$ cat src/rtl/rst_seq_pkg.sv
package rst_seq_pkg;

    typedef enum logic [2:0] {
        ST_POR_HOLD,
        ST_POR_LOCK,
        ST_POR_EXT,
        ST_IDLE,
        ST_HARD,
        ST_SOFT,
        ST_WAIT,
        ST_GUARD
    } seq_state_e;

    typedef enum logic [2:0] {
        STAT_IDLE   = 3'd0,
        STAT_POWER  = 3'd1,
        STAT_HARD   = 3'd2,
        STAT_SOFT   = 3'd3,
        STAT_SETTLE = 3'd4
    } seq_status_e;

    function automatic int unsigned umax(input int unsigned a, input int unsigned b);
        return (a > b) ? a : b;
    endfunction

endpackage

$ cat src/rtl/rst_pin_sync.sv
module rst_pin_sync #(
    parameter int unsigned WIDTH  = 2,
    parameter int unsigned STAGES = 2
) (
    input  logic             clk_i,
    input  logic             rst_ni,
    input  logic [WIDTH-1:0] async_i,
    output logic [WIDTH-1:0] sync_o
);

    logic [STAGES-1:0][WIDTH-1:0] chain_d, chain_q;

    always_comb begin
        chain_d[0] = async_i;
        for (int s = 1; s < STAGES; s++) begin
            chain_d[s] = chain_q[s-1];
        end
    end

    always_ff @(posedge clk_i or negedge rst_ni) begin
        if (!rst_ni) chain_q <= '0;
        else         chain_q <= chain_d;
    end

    assign sync_o = chain_q[STAGES-1];

endmodule

$ cat src/rtl/rst_stuck_mon.sv
module rst_stuck_mon #(
    parameter int unsigned LIMIT = 4096
) (
    input  logic clk_i,
    input  logic rst_ni,
    input  logic waiting_i,
    output logic err_o
);

    localparam int unsigned W = $clog2(LIMIT + 1);
    localparam logic [W-1:0] LAST = W'(LIMIT - 1);
    localparam logic [W-1:0] TOP  = W'(LIMIT);

    typedef struct packed {
        logic [W-1:0] cnt;
        logic         err;
    } mon_t;

    mon_t mon_d, mon_q;

    always_comb begin
        mon_d = mon_q;
        if (!waiting_i)          mon_d.cnt = '0;
        else if (mon_q.cnt != TOP) mon_d.cnt = mon_q.cnt + 1'b1;
        if (waiting_i && mon_q.cnt == LAST) mon_d.err = 1'b1;
    end

    always_ff @(posedge clk_i or negedge rst_ni) begin
        if (!rst_ni) mon_q <= '0;
        else         mon_q <= mon_d;
    end

    assign err_o = mon_q.err;


    err_sticky_chk: assert property (@(posedge clk_i) disable iff (!rst_ni)
        err_o |=> err_o);


    err_rise_in_wait_chk: assert property (@(posedge clk_i) disable iff (!rst_ni)
        $rose(err_o) |-> $past(waiting_i));

endmodule

$ cat src/rtl/rst_seq_fsm.sv
module rst_seq_fsm
    import rst_seq_pkg::*;
#(
    parameter int unsigned HARD_CYC     = 1024,
    parameter int unsigned SOFT_CYC     = 512,
    parameter int unsigned POR_HARD_CYC = 512,
    parameter int unsigned POR_SOFT_CYC = 515,
    parameter int unsigned POR_INT_CYC  = 1024,
    parameter int unsigned GUARD_CYC    = 16
) (
    input  logic       clk_i,
    input  logic       rst_ni,
    input  logic       pll_locked_i,
    input  logic       hard_req_i,
    input  logic       soft_req_i,
    input  logic       hard_pin_s_i,
    input  logic       soft_pin_s_i,
    output logic       hard_drv_o,
    output logic       soft_drv_o,
    output logic       int_rst_n_o,
    output logic       cfg_sample_o,
    output logic       cfg_load_o,
    output logic       waiting_o,
    output logic [2:0] status_o
);

    localparam int unsigned POR_MAX = umax(umax(POR_HARD_CYC, POR_SOFT_CYC), POR_INT_CYC);
    localparam int unsigned CNT_MAX = umax(umax(POR_MAX, GUARD_CYC), umax(HARD_CYC, SOFT_CYC));
    localparam int unsigned CNT_W   = $clog2(CNT_MAX + 1);

    localparam logic [CNT_W-1:0] POR_LAST   = CNT_W'(POR_MAX - 1);
    localparam logic [CNT_W-1:0] HARD_LAST  = CNT_W'(HARD_CYC - 1);
    localparam logic [CNT_W-1:0] SOFT_LAST  = CNT_W'(SOFT_CYC - 1);
    localparam logic [CNT_W-1:0] GUARD_LAST = CNT_W'(GUARD_CYC - 1);
    localparam logic [CNT_W-1:0] PH_LEN     = CNT_W'(POR_HARD_CYC);
    localparam logic [CNT_W-1:0] PS_LEN     = CNT_W'(POR_SOFT_CYC);
    localparam logic [CNT_W-1:0] PI_LEN     = CNT_W'(POR_INT_CYC);

    typedef struct packed {
        seq_state_e       st;
        logic [CNT_W-1:0] cnt;
        logic             smp;
    } fsm_t;

    fsm_t fsm_d, fsm_q;

    logic hard_any, soft_any;
    assign hard_any = hard_req_i | ~hard_pin_s_i;
    assign soft_any = soft_req_i | ~soft_pin_s_i;

    always_comb begin
        fsm_d     = fsm_q;
        fsm_d.smp = 1'b0;
        fsm_d.cnt = fsm_q.cnt + 1'b1;
        unique case (fsm_q.st)
            ST_POR_HOLD: begin
                fsm_d.st  = ST_POR_LOCK;
                fsm_d.smp = 1'b1;
                fsm_d.cnt = '0;
            end
            ST_POR_LOCK: begin
                fsm_d.cnt = '0;
                if (pll_locked_i) fsm_d.st = ST_POR_EXT;
            end
            ST_POR_EXT: begin
                if (fsm_q.cnt == POR_LAST) begin
                    fsm_d.st  = ST_WAIT;
                    fsm_d.cnt = '0;
                end
            end
            ST_IDLE: begin
                fsm_d.cnt = '0;
                if (hard_any)      fsm_d.st = ST_HARD;
                else if (soft_any) fsm_d.st = ST_SOFT;
            end
            ST_HARD: begin
                if (fsm_q.cnt == HARD_LAST) begin
                    fsm_d.st  = ST_WAIT;
                    fsm_d.cnt = '0;
                end
            end
            ST_SOFT: begin
                if (hard_any) begin
                    fsm_d.st  = ST_HARD;
                    fsm_d.cnt = '0;
                end else if (fsm_q.cnt == SOFT_LAST) begin
                    fsm_d.st  = ST_WAIT;
                    fsm_d.cnt = '0;
                end
            end
            ST_WAIT: begin
                fsm_d.cnt = '0;
                if (hard_pin_s_i && soft_pin_s_i) fsm_d.st = ST_GUARD;
            end
            ST_GUARD: begin
                if (fsm_q.cnt == GUARD_LAST) begin
                    fsm_d.st  = ST_IDLE;
                    fsm_d.cnt = '0;
                end
            end
            default: begin
                fsm_d.st  = ST_POR_HOLD;
                fsm_d.cnt = '0;
            end
        endcase
    end

    always_ff @(posedge clk_i or negedge rst_ni) begin
        if (!rst_ni) begin
            fsm_q.st  <= ST_POR_HOLD;
            fsm_q.cnt <= '0;
            fsm_q.smp <= 1'b0;
        end else begin
            fsm_q <= fsm_d;
        end
    end

    logic in_por_early, in_por_ext;
    assign in_por_early = (fsm_q.st == ST_POR_HOLD) || (fsm_q.st == ST_POR_LOCK);
    assign in_por_ext   = (fsm_q.st == ST_POR_EXT);

    always_comb begin
        hard_drv_o   = in_por_early || (fsm_q.st == ST_HARD)
                       || (in_por_ext && fsm_q.cnt < PH_LEN);
        soft_drv_o   = in_por_early || (fsm_q.st == ST_HARD) || (fsm_q.st == ST_SOFT)
                       || (in_por_ext && fsm_q.cnt < PS_LEN);
        int_rst_n_o  = !(in_por_early || (in_por_ext && fsm_q.cnt < PI_LEN));
        cfg_load_o   = (fsm_q.st == ST_HARD) && (fsm_q.cnt == '0);
        cfg_sample_o = fsm_q.smp;
        waiting_o    = (fsm_q.st == ST_WAIT);
        unique case (fsm_q.st)
            ST_IDLE:           status_o = STAT_IDLE;
            ST_HARD:           status_o = STAT_HARD;
            ST_SOFT:           status_o = STAT_SOFT;
            ST_WAIT, ST_GUARD: status_o = STAT_SETTLE;
            default:           status_o = STAT_POWER;
        endcase
    end

    // Checker-only run-length counter of consecutive hard-flow cycles.
    logic [CNT_W:0] hard_run_q;
    always_ff @(posedge clk_i or negedge rst_ni) begin
        if (!rst_ni)                    hard_run_q <= '0;
        else if (status_o != STAT_HARD) hard_run_q <= '0;
        else                            hard_run_q <= hard_run_q + 1'b1;
    end


    hard_drags_soft_chk: assert property (@(posedge clk_i) disable iff (!rst_ni)
        hard_drv_o |-> soft_drv_o);


    hard_len_chk: assert property (@(posedge clk_i) disable iff (!rst_ni)
        hard_run_q <= (CNT_W+1)'(HARD_CYC));


    cfg_load_single_chk: assert property (@(posedge clk_i) disable iff (!rst_ni)
        cfg_load_o |=> !cfg_load_o);


    hard_rise_loads_chk: assert property (@(posedge clk_i) disable iff (!rst_ni)
        ($rose(hard_drv_o) && status_o == STAT_HARD) |-> cfg_load_o);


    sample_single_chk: assert property (@(posedge clk_i) disable iff (!rst_ni)
        cfg_sample_o |=> !cfg_sample_o);


    preempt_soft_chk: assert property (@(posedge clk_i) disable iff (!rst_ni)
        (status_o == STAT_SOFT && hard_req_i) |=> status_o == STAT_HARD);


    idle_hard_wins_chk: assert property (@(posedge clk_i) disable iff (!rst_ni)
        (status_o == STAT_IDLE && hard_req_i) |=> status_o == STAT_HARD);


    settle_released_chk: assert property (@(posedge clk_i) disable iff (!rst_ni)
        (status_o == STAT_SETTLE && int_rst_n_o) |-> !hard_drv_o && !soft_drv_o);

endmodule

$ cat src/rtl/rst_seq_ctrl.sv
module rst_seq_ctrl #(
    parameter int unsigned HARD_CYC     = 1024,
    parameter int unsigned SOFT_CYC     = 512,
    parameter int unsigned POR_HARD_CYC = 512,
    parameter int unsigned POR_SOFT_CYC = 515,
    parameter int unsigned POR_INT_CYC  = 1024,
    parameter int unsigned GUARD_CYC    = 16,
    parameter int unsigned WAIT_TO      = 4096,
    parameter int unsigned SYNC_STAGES  = 2
) (
    input  logic       clk_i,
    input  logic       por_n_i,
    input  logic       pll_locked_i,
    input  logic       hard_req_i,
    input  logic       soft_req_i,
    input  logic       hard_pin_i,
    input  logic       soft_pin_i,
    output logic       hard_drv_o,
    output logic       soft_drv_o,
    output logic       int_rst_n_o,
    output logic       cfg_sample_o,
    output logic       cfg_load_o,
    output logic [2:0] status_o,
    output logic       stuck_err_o
);

    logic [1:0] pins_s;
    logic       waiting;

    rst_pin_sync #(.WIDTH(2), .STAGES(SYNC_STAGES)) u_sync (
        .clk_i   (clk_i),
        .rst_ni  (por_n_i),
        .async_i ({hard_pin_i, soft_pin_i}),
        .sync_o  (pins_s)
    );

    rst_seq_fsm #(
        .HARD_CYC     (HARD_CYC),
        .SOFT_CYC     (SOFT_CYC),
        .POR_HARD_CYC (POR_HARD_CYC),
        .POR_SOFT_CYC (POR_SOFT_CYC),
        .POR_INT_CYC  (POR_INT_CYC),
        .GUARD_CYC    (GUARD_CYC)
    ) u_fsm (
        .clk_i        (clk_i),
        .rst_ni       (por_n_i),
        .pll_locked_i (pll_locked_i),
        .hard_req_i   (hard_req_i),
        .soft_req_i   (soft_req_i),
        .hard_pin_s_i (pins_s[1]),
        .soft_pin_s_i (pins_s[0]),
        .hard_drv_o   (hard_drv_o),
        .soft_drv_o   (soft_drv_o),
        .int_rst_n_o  (int_rst_n_o),
        .cfg_sample_o (cfg_sample_o),
        .cfg_load_o   (cfg_load_o),
        .waiting_o    (waiting),
        .status_o     (status_o)
    );

    rst_stuck_mon #(.LIMIT(WAIT_TO)) u_mon (
        .clk_i     (clk_i),
        .rst_ni    (por_n_i),
        .waiting_i (waiting),
        .err_o     (stuck_err_o)
    );


    por_holds_chk: assert property (@(posedge clk_i)
        !por_n_i |-> hard_drv_o && soft_drv_o && !int_rst_n_o && !stuck_err_o);

endmodule

$ cat config.mk
export PLATFORM = sky130hd
export DESIGN_NAME = rst_seq_ctrl
export DESIGN_NICKNAME = d
export VERILOG_FILES = /design/src/rtl/rst_seq_pkg.sv /design/src/rtl/rst_pin_sync.sv /design/src/rtl/rst_stuck_mon.sv /design/src/rtl/rst_seq_fsm.sv /design/src/rtl/rst_seq_ctrl.sv
export SDC_FILE = /design/constraint.sdc
export NUM_CORES = 1
export LEC_CHECK = 0
export ABC_AREA = 1
export BUFFER_PORTS_ARGS = -buffer_cell sky130_fd_sc_hd__buf_2
export CAP_MARGIN = 20
export CORE_MARGIN = 10
export CORE_UTILIZATION = 59
export CTS_CLUSTER_SIZE = 10
export DETAILED_ROUTE_END_ITERATION = 10
export GPL_TIMING_DRIVEN = 0
export PLACE_DENSITY_LB_ADDON = 0.25
export SLEW_MARGIN = 5
export SYNTH_ARGS = -nofsm -noshare
export SYNTH_HDL_FRONTEND = slang
export SYNTH_SLANG_ARGS = --single-unit
$ cat constraint.sdc
create_clock -name clk_i -period 1.9 [get_ports clk_i]
set_clock_uncertainty 0.05 [all_clocks]
set_input_delay 0.38 -clock clk_i [delete_from_list [all_inputs] [get_ports clk_i]]
set_output_delay 0.38 -clock clk_i [all_outputs]
set_load 0.01 [all_outputs]
==> summary.md, run 1 <==
| Metric | Value |
|---|---|
| Status | finished clean |
| CTS max path bufs | 2 |
| Rel. slew slack | 52.92% |
| Starting Density | 60.13% |
| Peak supply drop | 0.4286 mV |
| Synth cell count leaders | 67 x nand2_1, 45 x inv_1, 38 x nor2_1 |
| Fmax | 0.5487 GHz |
| Post-Syn Area | 0.001991 mm^2 |
| All-Layer GR Usage | 13.80% |
| Top-area cell type share of the netlist area | 41.48% |
| Hold Slack | 0.03619 ns |
| R2R cell count | 10 |
| Clock Power Share | between 10% and 20% |
| IO Count | 16 |
| H-tree Lvls | 2 |
| Switching share of power | about 39% |
| Worst-Margin Slew | 0.7062 ns |
| Top FF cell, synth | dfrtp_1 |
| Final Max Tran Viols | 0 |
| TritonRoute pass-1 iters | 4 |
| Crit-path max FO | 3 |
| Initial antenna violation count | 0 |
| Yosys warns | 0 |
| Asr flop ratio synth | 100.0% |
| Post-synth net total | 283 |
| Cts bufs inserted | 5 |
| Critical Path RT | 1.47 ns |
| Synth Instances | around 270 |
| Final setup margin | 0.07742 ns |
| Crit path DAT | 1.39 ns |
| Seq pwr share | a little over two fifths |
| Final non-filler cell total | 347 |
| Leak | roughly 1.2 nW |
| Vias per inst | 4.870 |
| Crit share post-route | 95.93% |
| CTS tree | built |
| CP cell instances | inv_1 -> nand2_2 -> nor2_2 -> a31oi_1 -> o21ai_1 -> buf_2 |
| Pint | 0.001171 W |
| NetSw | 0.0007402 W |
| # diodes | 0 |
| Nets | 311 |
| First-pass GRT wire length | 7017 um |
| Crit-path leading delay family | flip-flops |
| Placed Instances | ~330 |
| Reg2reg end | u_fsm.fsm_q[4] |
| Pwr Total | around 0.0019 W |
| Crit path launch type | flip-flop |
| Crit path buf inv count | 2 |
| Final setup violation count | 0 |
| Die H | 78.09 um |
| P&R area growth vs syn | 13.14% |
| GRT Residual Overflow | 0 |
| Logic pwr share | 38.1% |
| Min-Delay Path Class | in2async |
| Slowest-stage cell, CP | dfrtp_1 |
| Post-DRT Antenna Nets | 0 |
| Synth area leader | dfrtp_1 |
| Die ar. | roughly 0.006 mm^2 |
| Routability cong. | around 0.89 |
| # port buffers | 15 |
| Die W | 78.09 um |
| R2r setup slk | between 0.2 and 0.3 ns |
| Root Buffer | clkbuf_4 |
| Clock Pin Slew Worst Setup and Hold Paths | 0.10 ns |
| Avg WL per Cell | between 10 and 15 um |
| Final Hold Fails | 0 |
| CP Class | reg2out |
| Max cap viols | 0 |
| Routed wire length | about 3800 um |
| Largest stage delay, worst path | 0.40 ns |
| Placement Rows | 21 |
| Dpl ws | 0.2722 ns |
| Synth top area cells | dfrtp_1 41%, nand2_1 13%, inv_1 8.5%, nor2_1 7.2%, nand3_1 4.5% |
| Top-count cell post-synth | nand2_1 |
| Distinct cells, synth | 24 |
| Layout cells sized above 1 | a little under a quarter |
| PwrDens | ~850 mW/mm^2 |
| CP Capture Type | primary output |
| Vias in the first global route | 1669 |
| Via count | 1690 |
| Largest net degree at the start of global routing | 34 |
| Cts-stage hold buffer count | 0 |
| R2R Path Start | u_fsm.fsm_q[1] |
| CORE AREA | 0.003311 mm^2 |
| RSZ-0062 raised after global routing | true |
| Final routed DRC violation total | 0 |
| Sequential fraction of the synthesis area | 41.48% |
| HPWL Detailed | 2779 um |
| Initial drt markers | 120 |
| # clock sinks | 33 |
| Register bit total from synthesis | 33 |
| Final Core Density | 68.03% |
| Synthesized area per cell | 7.319 um^2 |
| Worst-skew pair later-pin latency | ~0.33 ns |
| Tmin final | 1.823 ns |
| Worst Setup SP | u_fsm.fsm_q[8] |
| Post-synth EDFFs | 0 |
[layout by cell type (no fill, tap or decap)]
master	instances
inv_1	41
o21ai_0	8
clkbuf_2	1
buf_4	7
nor2_1	35
xor2_1	4
nor4_1	2
nand3_4	1
nand2_1	65
dfrtp_1	32
buf_2	15
buf_6	2
clkinv_2	2
o21bai_1	1
a21oi_1	7
nor3_2	4
ha_1	4
o31ai_2	1
nor2_4	5
nand3_2	3
nor3_1	3
a31oi_1	1
o21ai_2	1
nor2_2	9
nand3_1	18
nand2_2	7
clkbuf_1	1
clkbuf_4	5
inv_2	7
nand4_1	7
dfrtp_2	1
o21ai_1	1
[routing by layer]
layer  vias to the layer above  wire [um]  GRT usage [%]
met4                         0         32          4.659
met1                       768       1735          15.70
met2                        22       1855          23.85
li1                        896          -              -
met5                         -          0              0
met3                         4        148          4.442
[worst max path at each step]
| stage | end | slack [ns] | cells past startpoint |
|---|---|---|---|
| floorplan | soft_drv_o | 0.44 | 5 |
| detailed placement | u_fsm.fsm_q[4] | 0.27 | 10 |
| finish | soft_drv_o | 0.08 | 6 |
| CTS | soft_drv_o | 0.02 | 6 |
| global route | cfg_load_o | -0.03 | 6 |
| global placement | u_fsm.fsm_q[4] | 0.31 | 10 |
[layout make-up]
cell class / count / area [um^2]
Buffer: 3 / 26.28
Fill cell: 301 / 1059
Tap cell: 46 / 57.56
Clock buffer: 6 / 41.29
Timing Repair Buffer: 22 / 128.9
Clock inverter: 2 / 10.01
Multi-Input combinational cell: 187 / 980.9
Sequential cell: 33 / 827.0
Inverter: 48 / 180.2
[power by group through the flow]
| stage | clock network, W | registers, W | logic (W) |
|---|---|---|---|
| floorplan | 0 | 0.000819 | 0.000478 |
| detailed placement | 0 | 0.000823 | 0.000649 |
| finish | 0.000378 | 0.000806 | 0.000728 |
| global placement | 0 | 0.000822 | 0.000646 |
| global route | 0.000425 | 0.000814 | 0.000844 |
| CTS | 0.000392 | 0.000800 | 0.000702 |
[cells by family after synthesis]
group | count (synthesis) | synth area share (%)
fa+ha+maj | 4 | 2.514
xor+xnor | 4 | 1.760
simple gates | 159 | 37.96
buf+inv | 52 | 10.75
compound gates | 20 | 5.531
flops | 33 | 41.48
[repair_timing]
| item | CTS | global route |
|---|---|---|
| setup buffers | 5 | 2 |
| gates resized for setup | 3 | 13 |
| pin swaps | 0 | 2 |
| setup endpoints to repair | 2 | 4 |
| gates cloned | 0 | 0 |
[worst reg2reg max path, cell delays in order (launching register included)]
cell	delay, ns
dfrtp_1	0.42
ha_1	0.22
nand2_1	0.09
nor2_2	0.13
nand3_1	0.13
nand2_1	0.09
nand2_2	0.09
inv_2	0.08
nand2_2	0.09
nand3_1	0.10
inv_1	0.04
[metrics by stage]
stage	cell area, um^2	TNS (ns)
floorplan	1991	0
global placement	2123	0
detailed placement	2123	0
CTS	2221	0
global route	2252	-0.05948
finish	2252	0
[state kept, by name, summed over array words and instances, names as in the netlist]
signal              flops
u_fsm.cfg_sample_o      1
u_fsm.fsm_q            14
u_mon.err_o             1
u_mon.mon_q            13
u_sync.chain_d          2
u_sync.sync_o           2
(Power assumes the default switching activity.)
==> run 2, diff against run 1 <==
--- a/config.mk
+++ b/config.mk
@@ -9,10 +9,11 @@
 export BUFFER_PORTS_ARGS = -buffer_cell sky130_fd_sc_hd__buf_2
 export CAP_MARGIN = 20
 export CORE_MARGIN = 10
-export CORE_UTILIZATION = 59
+export CORE_UTILIZATION = 64
 export CTS_CLUSTER_SIZE = 10
 export DETAILED_ROUTE_END_ITERATION = 10
 export GPL_TIMING_DRIVEN = 0
+export HOLD_SLACK_MARGIN = 0.02
 export PLACE_DENSITY_LB_ADDON = 0.25
 export SLEW_MARGIN = 5
 export SYNTH_ARGS = -nofsm -noshare
==> constraint.sdc (replaced) <==
create_clock -name clk_i -period 2.2 [get_ports clk_i]
set_clock_uncertainty 0.05 [all_clocks]
set_input_delay 0.44 -clock clk_i [delete_from_list [all_inputs] [get_ports clk_i]]
set_output_delay 0.44 -clock clk_i [all_outputs]
set_load 0.01 [all_outputs]
==> run 2 against run 1 <==
Effect of this change:
- worst hold slack better by 0.050 ns
- worst setup slack better by 0.080 ns
- via count down 2.0%
- global-route usage up 0.62 points
- design area down 4.0%
- critical path depth unchanged
- count of clock-buffer cells in the layout up 1
- flip-flop and latch count unchanged
- die area down 5.8%
- total power down 16%
- combinational power down 23%
- non-clock buffer count down 6
- largest cell class unchanged
- largest power group unchanged
==> summary.md, run 2 (same netlist as run 1, synthesis figures left out) <==
| Metric | Value |
|---|---|
| Status | finished clean |
| Placement Rows | 20 |
| Starting Density | 66.29% |
| Post-DRT Antenna Nets | 0 |
| # diodes | 0 |
| Critical Path RT | roughly 1.7 ns |
| # port buffers | 15 |
| Die W | 75.77 um |
| Die H | roughly 76 um |
| Initial drt markers | 129 |
| CP Capture Type | primary output |
| IO Count | 16 |
| Routed wire length | 3705 um |
| CORE AREA | 0.003003 mm^2 |
| # clock sinks | 33 |
| CTS tree | built |
| Final routed DRC violation total | 0 |
| CTS max path bufs | 2 |
| HPWL Detailed | 2777 um |
| Cts repair resizes | 0 |
| All-Layer GR Usage | 14.42% |
| P&R area growth vs syn | 8.611% |
| CP cell instances | nor2_1 -> nand2_1 -> inv_1 -> nand2_1 -> nor3_1 -> buf_2 |
| Avg WL per Cell | 11.33 um |
| Worst-skew pair later-pin latency | about 0.34 ns |
| Slowest-stage cell, CP | dfrtp_1 |
| Crit-path leading delay family | simple AND/OR/NAND/NOR gates |
| CP most frequent cell | nand2_1 |
| Final Max Tran Viols | 0 |
| Vias per inst | between 5 and 6 |
| H-tree Lvls | 2 |
| Crit path buf inv count | 2 |
| Layout cells sized above 1 | 17.69% |
| Final setup margin | 0.1578 ns |
| Area after DPL | ~0.0021 mm^2 |
| Worst-Margin Slew | 0.7098 ns |
| Biggest regs | u_fsm.fsm_q (14), u_mon.mon_q (13) |
| Clock Pin Slew Worst Setup and Hold Paths | around 0.10 ns |
| Initial antenna violation count | 0 |
| Filler instances | 260 |
| Dpl ws | 0.5491 ns |
| Rel. slew slack | 52.68% |
| Routability cong. | 0.8679 |
| GRT Residual Overflow | 0 |
| Root Buffer | clkbuf_4 |
| Tmin final | between 2 and 2.5 ns |
| R2r setup slk | 0.58 ns |
| Final setup violation count | 0 |
| Peak supply drop | 0.3756 mV |
| TritonRoute pass-1 iters | 4 |
| Crit path DAT | 1.55 ns |
| Max cap viols | 0 |
| Cts bufs inserted | 5 |
| Reg with most FFs | u_fsm.fsm_q |
| Post-route setup TNS | 0 ns |
| Crit-path max FO | 6 |
| Fmax | between 0.4 and 0.5 GHz |
| PwrDens | 745.2 mW/mm^2 |
| Max reg flops | 14 |
| CP Class | reg2out |
| Crit path launch type | flip-flop |
| Final Hold Fails | 0 |
| First-pass GRT wire length | about 6400 um |
| Most common cell after layout, fill and taps aside | nand2_1 |
| Vias in the first global route | 1558 |
| Nets | 305 |
| # Post-CTS Setup Buffers | 0 |
| RSZ-0062 raised after global routing | false |
| Final Instance Area | 0.002162 mm^2 |
| Min-Delay Path Class | in2async |
| Most frequent cells in the layout | 67 x nand2_1, 45 x inv_1, 38 x nor2_1 |
| Via count | 1656 |
| Cts-stage hold buffer count | 0 |
| Crit share post-route | 92.83% |
| Largest net degree at the start of global routing | 34 |
| Die ar. | 0.005741 mm^2 |
| Leak | between 1 and 1.5 nW |
| Largest stage delay, worst path | ~0.46 ns |
## run 2: metal layers
| metal | up-vias | wire (um) | GRT usage (%) |
|---|---|---|---|
| met1 | 732 | 1721 | 16.99 |
| met3 | 6 | 185 | 4.427 |
| met5 | - | 0 | 0 |
| met2 | 22 | 1746 | 24.06 |
| li1 | 896 | - | - |
| met4 | 0 | 52 | 5.361 |
## run 2: power by group
group	leakage [nW]	switching [W]	internal (W)	total (W)
Sequential	0.446	0.0000442	0.000654	0.000698
Clock	0.0314	0.000204	0.000151	0.000355
Combinational	0.699	0.000361	0.000198	0.000559
## run 2: metrics by stage
| stage | cells | hold slack (ns) | util, % | power (W) |
|---|---|---|---|---|
| 5_1_grt | 327 | 0.1262 | 72.00 | 0.001741 |
| 3_3_place_gp | 320 | 0.2816 | 70.17 | 0.001264 |
| 2_1_floorplan | 272 | 0.09441 | - | 0.001120 |
| 6_report | 327 | 0.08609 | 72.00 | 0.001611 |
| 4_1_cts | 327 | 0.1039 | 72.00 | 0.001629 |
| 3_5_place_dp | 320 | 0.2870 | 70.17 | 0.001272 |
## run 2: final timing paths
check	startpoint	end	depth (start not counted)
worst max-delay path	u_fsm.fsm_q[12]	cfg_load_o	6
worst min-delay path	por_n_i	u_mon.mon_q[6]	1
worst max register to register	u_fsm.fsm_q[1]	u_fsm.fsm_q[4]	10
worst min register to register	u_sync.chain_d[3]	u_sync.sync_o[1]	0
max in group asynchronous	por_n_i	u_fsm.fsm_q[2]	1
min in group clk_i	hard_pin_i	u_sync.chain_d[3]	1
## run 2: worst reg2reg max path, cell delays in order, from the launching register on
cell     delay, ns
dfrtp_1       0.42
ha_1          0.21
nand2_1       0.10
nor2_2        0.13
nand3_1       0.13
nand2_1       0.09
nand2_2       0.09
inv_2         0.08
nand2_2       0.09
nand3_1       0.08
inv_1         0.04
## run 2: layout make-up
type	count	area, um^2	area share (%)
Sequential cell	33	825.8	38.19
Multi-Input combinational cell	187	950.9	43.98
Tap cell	33	41.29	1.910
Clock buffer	7	55.05	2.546
Buffer	4	33.78	1.563
Inverter	48	180.2	8.333
Timing Repair Buffer	15	75.07	3.472
